<file path="src/rtl/stack_calc_pkg.sv">
package stack_calc_pkg;
  localparam int WORD_W = 9;
  localparam logic [WORD_W-1:0] OP_SUB = 9'h100;
  localparam logic [WORD_W-1:0] OP_ADD = 9'h101;
  localparam logic [WORD_W-1:0] OP_END = 9'h1FF;

  // live operand count: empty, B only, A+B, A+B+1 spilled, deeper
  typedef enum logic [2:0] {
    ST_EMPTY, ST_ONE, ST_TWO, ST_THREE, ST_DEEP, ST_HALT, ST_ERR
  } depth_e;

  typedef struct packed {
    logic load;   // B <= operand
    logic shift;  // A <= B
    logic push;   // mem[sp] <= A, sp++
    logic alu;    // B <= A op B
    logic sub;
    logic pop;    // sp--, A <= mem[sp]
  } ctl_t;
endpackage

</file>
<file path="src/rtl/stack_calc_mem.sv">
module stack_calc_mem
  import stack_calc_pkg::*;
#(
  parameter int ADDR_W = 4,
  parameter int DEPTH  = 1 << ADDR_W,
  parameter logic [DEPTH*WORD_W-1:0] PROGRAM = '0
) (
  input  logic              clk_i,
  input  logic              rst_ni,
  input  logic [ADDR_W-1:0] stk_addr_i,
  input  logic              stk_we_i,
  input  logic [WORD_W-1:0] stk_wdata_i,
  output logic [WORD_W-1:0] stk_rdata_o,
  input  logic [ADDR_W-1:0] prg_addr_i,
  output logic [WORD_W-1:0] prg_rdata_o
);
  logic [WORD_W-1:0] mem_q [DEPTH];

  always_ff @(posedge clk_i or negedge rst_ni) begin
    if (!rst_ni) begin
      for (int i = 0; i < DEPTH; i++) mem_q[i] <= PROGRAM[i*WORD_W +: WORD_W];
    end else if (stk_we_i) begin
      mem_q[stk_addr_i] <= stk_wdata_i;
    end
  end

  assign stk_rdata_o = mem_q[stk_addr_i];
  assign prg_rdata_o = mem_q[prg_addr_i];
endmodule

</file>
<file path="src/rtl/stack_calc_fetch.sv">
module stack_calc_fetch
  import stack_calc_pkg::*;
#(
  parameter int ADDR_W = 4
) (
  input  logic              clk_i,
  input  logic              rst_ni,
  input  logic              run_i,
  output logic [ADDR_W-1:0] prg_addr_o,
  input  logic [WORD_W-1:0] prg_rdata_i,
  output logic [WORD_W-1:0] ir_o,
  output logic              ir_valid_o
);
  logic [ADDR_W-1:0] pc_q;
  logic [WORD_W-1:0] ir_q;
  logic              valid_q;

  always_ff @(posedge clk_i or negedge rst_ni) begin
    if (!rst_ni) begin
      pc_q    <= '0;
      ir_q    <= '0;
      valid_q <= 1'b0;
    end else if (run_i) begin
      ir_q    <= prg_rdata_i;
      pc_q    <= pc_q + 1'b1;
      valid_q <= 1'b1;
    end
  end

  assign prg_addr_o = pc_q;
  assign ir_o       = ir_q;
  assign ir_valid_o = valid_q;

  a_r10_pc_hold: assert property (@(posedge clk_i) disable iff (!rst_ni)
    !run_i |=> $stable(pc_q));
  a_r10_pc_step: assert property (@(posedge clk_i) disable iff (!rst_ni)
    run_i |=> pc_q == ADDR_W'($past(pc_q) + 1'b1));
endmodule

</file>
<file path="src/rtl/stack_calc_ctrl.sv">
module stack_calc_ctrl
  import stack_calc_pkg::*;
(
  input  logic              clk_i,
  input  logic              rst_ni,
  input  logic [WORD_W-1:0] ir_i,
  input  logic              ir_valid_i,
  input  logic              sp_two_i,
  output ctl_t              ctl_o,
  output logic              run_o,
  output logic              halt_o,
  output logic              error_o
);
  depth_e state_q, state_d;
  logic   is_arith;

  assign is_arith = (ir_i == OP_SUB) || (ir_i == OP_ADD);

  always_comb begin
    ctl_o   = '0;
    state_d = state_q;
    if (ir_valid_i && run_o) begin
      if (!ir_i[WORD_W-1]) begin
        ctl_o.load = 1'b1;
        unique case (state_q)
          ST_EMPTY: state_d = ST_ONE;
          ST_ONE: begin
            ctl_o.shift = 1'b1;
            state_d     = ST_TWO;
          end
          ST_TWO: begin
            ctl_o.shift = 1'b1;
            ctl_o.push  = 1'b1;
            state_d     = ST_THREE;
          end
          default: begin
            ctl_o.shift = 1'b1;
            ctl_o.push  = 1'b1;
            state_d     = ST_DEEP;
          end
        endcase
      end else if (is_arith) begin
        ctl_o.sub = (ir_i == OP_SUB);
        unique case (state_q)
          ST_TWO: begin
            ctl_o.alu = 1'b1;
            state_d   = ST_ONE;
          end
          ST_THREE: begin
            ctl_o.alu = 1'b1;
            ctl_o.pop = 1'b1;
            state_d   = ST_TWO;
          end
          ST_DEEP: begin
            ctl_o.alu = 1'b1;
            ctl_o.pop = 1'b1;
            state_d   = sp_two_i ? ST_THREE : ST_DEEP;
          end
          default: state_d = ST_ERR;
        endcase
      end else if (ir_i == OP_END) begin
        state_d = (state_q == ST_ONE) ? ST_HALT : ST_ERR;
      end else begin
        state_d = ST_ERR;
      end
    end
  end

  always_ff @(posedge clk_i or negedge rst_ni) begin
    if (!rst_ni) state_q <= ST_EMPTY;
    else         state_q <= state_d;
  end

  assign run_o   = (state_q != ST_HALT) && (state_q != ST_ERR);
  assign halt_o  = (state_q == ST_HALT);
  assign error_o = (state_q == ST_ERR);

  a_r7_error_sticky: assert property (@(posedge clk_i) disable iff (!rst_ni)
    error_o |=> error_o);
  a_r6_halt_sticky: assert property (@(posedge clk_i) disable iff (!rst_ni)
    halt_o |=> halt_o);
  a_r12_flags_exclusive: assert property (@(posedge clk_i) disable iff (!rst_ni)
    !(halt_o && error_o));
  a_r7_underflow: assert property (@(posedge clk_i) disable iff (!rst_ni)
    (ir_valid_i && is_arith && (state_q == ST_EMPTY || state_q == ST_ONE)) |=> error_o);
endmodule

</file>
<file path="src/rtl/stack_calc_dp.sv">
module stack_calc_dp
  import stack_calc_pkg::*;
#(
  parameter int ADDR_W = 4
) (
  input  logic              clk_i,
  input  logic              rst_ni,
  input  ctl_t              ctl_i,
  input  logic [7:0]        operand_i,
  output logic [ADDR_W-1:0] stk_addr_o,
  output logic              stk_we_o,
  output logic [WORD_W-1:0] stk_wdata_o,
  input  logic [WORD_W-1:0] stk_rdata_i,
  output logic              sp_two_o,
  output logic [WORD_W-1:0] b_o
);
  logic [WORD_W-1:0] a_q, b_q, alu_res;
  logic [ADDR_W-1:0] sp_q;

  assign alu_res     = ctl_i.sub ? (a_q - b_q) : (a_q + b_q);
  assign stk_addr_o  = ctl_i.pop ? (sp_q - 1'b1) : sp_q;
  assign stk_we_o    = ctl_i.push;
  assign stk_wdata_o = a_q;
  assign sp_two_o    = (sp_q == ADDR_W'(2));
  assign b_o         = b_q;

  always_ff @(posedge clk_i or negedge rst_ni) begin
    if (!rst_ni) begin
      a_q  <= '0;
      b_q  <= '0;
      sp_q <= '0;
    end else begin
      if (ctl_i.push)     sp_q <= sp_q + 1'b1;
      else if (ctl_i.pop) sp_q <= sp_q - 1'b1;
      if (ctl_i.pop)        a_q <= stk_rdata_i;
      else if (ctl_i.shift) a_q <= b_q;
      if (ctl_i.alu)       b_q <= alu_res;
      else if (ctl_i.load) b_q <= {operand_i[7], operand_i};
    end
  end

  a_r5_sp_step: assert property (@(posedge clk_i) disable iff (!rst_ni)
    (sp_q == $past(sp_q)) || (sp_q == ADDR_W'($past(sp_q) + 1'b1))
      || (sp_q == ADDR_W'($past(sp_q) - 1'b1)));
  a_r5_no_pop_empty: assert property (@(posedge clk_i) disable iff (!rst_ni)
    ctl_i.pop |-> sp_q != '0);
  a_r2_push_holds_a: assert property (@(posedge clk_i) disable iff (!rst_ni)
    ctl_i.push |=> a_q == $past(b_q));
endmodule

</file>
<file path="src/rtl/stack_calc_core.sv">
module stack_calc_core
  import stack_calc_pkg::*;
#(
  parameter int ADDR_W = 4,
  parameter int DEPTH  = 1 << ADDR_W,
  parameter logic [DEPTH*WORD_W-1:0] PROGRAM = {
    {8{9'h000}}, 9'h1FF, 9'h101, 9'h101, 9'h100, 9'h006, 9'h008, 9'h005, 9'h003}
) (
  input  logic         clk_i,
  input  logic         rst_ni,
  output logic [8:0]   result_o,
  output logic         halt_o,
  output logic         error_o
);
  logic [ADDR_W-1:0] stk_addr, prg_addr;
  logic              stk_we, ir_valid, run, sp_two;
  logic [WORD_W-1:0] stk_wdata, stk_rdata, prg_rdata, ir;
  ctl_t              ctl;

  stack_calc_mem #(.ADDR_W(ADDR_W), .DEPTH(DEPTH), .PROGRAM(PROGRAM)) u_mem (
    .clk_i, .rst_ni,
    .stk_addr_i(stk_addr), .stk_we_i(stk_we), .stk_wdata_i(stk_wdata),
    .stk_rdata_o(stk_rdata), .prg_addr_i(prg_addr), .prg_rdata_o(prg_rdata)
  );

  stack_calc_fetch #(.ADDR_W(ADDR_W)) u_fetch (
    .clk_i, .rst_ni, .run_i(run), .prg_addr_o(prg_addr),
    .prg_rdata_i(prg_rdata), .ir_o(ir), .ir_valid_o(ir_valid)
  );

  stack_calc_ctrl u_ctrl (
    .clk_i, .rst_ni, .ir_i(ir), .ir_valid_i(ir_valid), .sp_two_i(sp_two),
    .ctl_o(ctl), .run_o(run), .halt_o, .error_o
  );

  stack_calc_dp #(.ADDR_W(ADDR_W)) u_dp (
    .clk_i, .rst_ni, .ctl_i(ctl), .operand_i(ir[7:0]),
    .stk_addr_o(stk_addr), .stk_we_o(stk_we), .stk_wdata_o(stk_wdata),
    .stk_rdata_i(stk_rdata), .sp_two_o(sp_two), .b_o(result_o)
  );

  a_r6_result_frozen: assert property (@(posedge clk_i) disable iff (!rst_ni)
    halt_o |=> $stable(result_o));
  a_r7_result_frozen: assert property (@(posedge clk_i) disable iff (!rst_ni)
    error_o |=> $stable(result_o));
endmodule

</file>
<file path="config.mk">
export PLATFORM = sky130hd
export DESIGN_NAME = stack_calc_core
export DESIGN_NICKNAME = d
export VERILOG_FILES = /design/src/rtl/stack_calc_pkg.sv /design/src/rtl/stack_calc_mem.sv /design/src/rtl/stack_calc_fetch.sv /design/src/rtl/stack_calc_ctrl.sv /design/src/rtl/stack_calc_dp.sv /design/src/rtl/stack_calc_core.sv
export SDC_FILE = /design/constraint.sdc
export NUM_CORES = 1
export LEC_CHECK = 0
export BUFFER_PORTS_ARGS = -buffer_cell sky130_fd_sc_hd__buf_4
export CORE_MARGIN = 8
export CORE_UTILIZATION = 69
export DETAILED_ROUTE_END_ITERATION = 16
export PLACE_DENSITY = 0.86
export SETUP_SLACK_MARGIN = 0.4
export SLEW_MARGIN = 10
export SYNTH_ARGS = -nofsm -noshare
export SYNTH_HDL_FRONTEND = slang
export SYNTH_SLANG_ARGS = --single-unit
</file>
<file path="constraint.sdc">
create_clock -name clk_i -period 6.06 [get_ports clk_i]
set_input_delay 0.303 -clock clk_i [delete_from_list [all_inputs] [get_ports clk_i]]
set_output_delay 0.303 -clock clk_i [all_outputs]
set_load 0.01 [all_outputs]
</file>
==> impl_metrics.ini <==
[clocking]
ctsResizeCount = 0
htreeDepth = 4
cts_tree = done
clock-sinks = 183
cts_root_buf = clkbuf_16
cts_hold_buf = 0
clock_latency_ps = 440
clockBufferDepth = 2
clk_pin_slew_worst_paths_ps = 70
numCtsBuffers = 17
cts_setup_buffers = 0

[placed_design]
post-place-ws_ps = 2390
dpl-instance-area_mm2 = 0.0115
dp.final_hpwl_mm = 19.1
io_buffers = 12
place.gp.congestion = 0.910

[logic_synthesis]
yosys_most_used_dff = dfrtp_1
netlist.area_leader.share = 0.358
synth.area.top_cells = dfrtp_1 (36%), mux4_2 (12%), mux2_1 (8.9%)
syn_inst = 852
synth_nets = 868
synth_seq_area_share = 0.406
avgSynthCellArea_um2 = 13.3
yosys_warnings = 0
synth-edff-count = 0
postSynth.asyncResetShare = 1.00
ys_ff_latch = 183
yosys.cell_types.count = 77
yosysTopAreaCell = dfrtp_1
synth_area_mm2 = 0.0113

[critical_path]
endpoint_kind = flop
startpoint_type = flop
path_cells = inv_1, ha_2, o2111ai_1, xnor2_2, nand2b_1, o221ai_1, a211oi_1, a21oi_1
slowest_stage = nand2b_1
crit_arrival_ps = 4030
cpPeakStageDelay_ps = 850
crit_type = reg2reg
worst-path-max-fanout = 34
worstPathRequired_ps = 6340

[grt]
antenna_found_initial = 1
grt-ovfl-total = 0
globalRouteTotalUtil = 0.300
grt_pass1_wl_mm = 46.4
grt_max_degree = 118
grt_pass1_vias = 7818

[drt]
wl_per_cell_um = 27.3
routed_via_density = 7.24
drtIter0Drc = 948
wl_mm = 29.2
dr.pass1.iters = 5
drc = 0
via_count = 7731
ant_nets = 0

[sta]
hold_viol = 1
hold_slack_ps = -4.89
min_period_over_period = 0.619
fin_tns_setup_ps = 0
setup_viol = 0
clock.fmax_mhz = 267
drv_slew = 0
tightest_slew_ps = 1120
rsz0062_at_grt = no
period_needed_ps = 3750
fin_ws_ps = 2310
slew_headroom = 0.252
fin_skew_ps = 8.24

[floorplanning]
chipWidth_um = 144
core_area_mm2 = 0.0163
die_area_mm2 = 0.0208
fp-row-count = 47
start_util = 0.693
num_io_pins = 13
die_y_um = 144

[outcome]
outcome = finished, violations left
violations = hold timing

[layout]
fin_nets = 850
multi_input_area_mm2 = 0.00641
drive_gt1_frac = 0.285
regArea_mm2 = 0.00461
area_growth_syn_to_layout_pct = 6.41
final_area_mm2 = 0.0121
fillers = 1064

[power_and_ir_drop]
power_mw = 2.36
leakage_nw = 5.86
vdd_drop_max_mv = 0.210
power_density_mw_per_mm2 = 195

[run]
drv_cap = 0

[worst_hold_path]
hp-class = in2async
==> worst max-delay path, delay by kind of cell, from the launching register on <==
family	cells	cell delay [ps]
simple gates	1	850
flops	1	760
compound gates	4	720
xor+xnor	1	720
buf+inv	1	270
fa+ha+maj	1	240
==> sequential cells by signal, summed over array words and instances, names as in the netlist <==
name,cells
u_ctrl.state_q,3
u_dp.b_o,9
u_dp.sp_q,4
u_dp.stk_wdata_o,9
u_fetch.ir_o,9
u_fetch.ir_valid_o,1
u_fetch.prg_addr_o,4
u_mem.mem_q,144
==> placed cells by master, fill, tap and decap left out, types with 16 or more instances in the layout <==
cell type	Yosys	layout
dfstp_2	21	21
mux2_2	34	34
nor2_1	32	32
buf_4	3	16
mux2_1	90	90
mux2_4	36	36
dfrtp_1	162	158
nand2_1	49	49
mux4_2	61	61
clkbuf_16	0	17
o21ai_0	23	23
a21oi_1	24	24
mux2i_1	79	79
==> cells in the mapped netlist, types with 5 or more instances <==
cell type / count
mux2_4: 36
ha_1: 13
buf_2: 11
a31oi_1: 11
nor2_1: 32
buf_1: 7
clkbuf_1: 29
mux2_1: 90
inv_1: 13
nand2_1: 49
xnor2_1: 15
dfstp_2: 21
dfrtp_1: 162
nor2b_1: 5
nand2b_1: 5
mux2i_1: 79
a221o_1: 5
o2111ai_1: 5
mux2_2: 34
mux4_2: 61
xor2_1: 5
nor2_8: 14
o21ai_0: 23
nand3_1: 9
a21oi_1: 24
==> logic make-up (layout without fill, tap and decap cells) <==
family                     Yosys count  in the layout  synth area share
and+or+nand+nor                    147            147            0.0887
adders and majority gates           14             14            0.0161
buffers and inverters               67             62            0.0278
AOI/OAI and AO/OA                  116            116            0.0745
DFF                                183            183             0.406
muxes                              300            300             0.362
other                                0              1                 0
xor gates and xnor gates            25             25            0.0246
==> where the power goes <==
| part | internal (mW) | total [mW] | leakage [nW] | switching [mW] |
|---|---|---|---|---|
| clock | 0.622 | 1.11 | 0.271 | 0.489 |
| sequential | 1.22 | 1.22 | 2.45 | 0 |
| combinational | 0.00100 | 0.0242 | 3.14 | 0.0232 |
| total | 1.84 | 2.36 | 5.86 | 0.512 |
==> layer usage <==
| layer | track usage | routed length (µm) | vias to the layer above |
|---|---|---|---|
| li1 | - | - | 3215 |
| met1 | 0.399 | 11600 | 3964 |
| met2 | 0.461 | 13700 | 449 |
| met3 | 0.0736 | 2760 | 103 |
| met4 | 0.134 | 1140 | 0 |
| met5 | 0 | 0 | - |
==> final cells by class <==
cell class,count,share of cell area
diodes,1,0.000207
flip-flops and latches,183,0.382
well taps,220,0.0228
clock buffers,22,0.0377
clock inverters,10,0.0102
multi-input cells,602,0.532
inverters,13,0.00405
repair buffers,17,0.0109
==> through the flow <==
stage,utilization,cells,hold WS [ps]
global route,0.738,1067,102
global placement,0.702,1035,480
floorplan,-,852,7.41
finish,0.738,1068,-4.89
CTS,0.738,1067,77.8
detailed placement,0.702,1035,491
==> worst paths after layout <==
path	startpoint	to	slack [ps]	cells past startpoint
max	u_dp.sp_q[1]	u_dp.stk_wdata_o[2]	2310	8
min	rst_ni	u_dp.b_o[4]	-5	1
max reg2reg	u_dp.sp_q[1]	u_dp.stk_wdata_o[2]	2310	8
min reg2reg	u_mem.mem_q[135]	u_mem.mem_q[135]	490	2
max in group asynchronous	rst_ni	u_mem.mem_q[40]	4610	2
min in group clk_i	u_mem.mem_q[135]	u_mem.mem_q[135]	490	2
(Power assumes the default switching activity.)
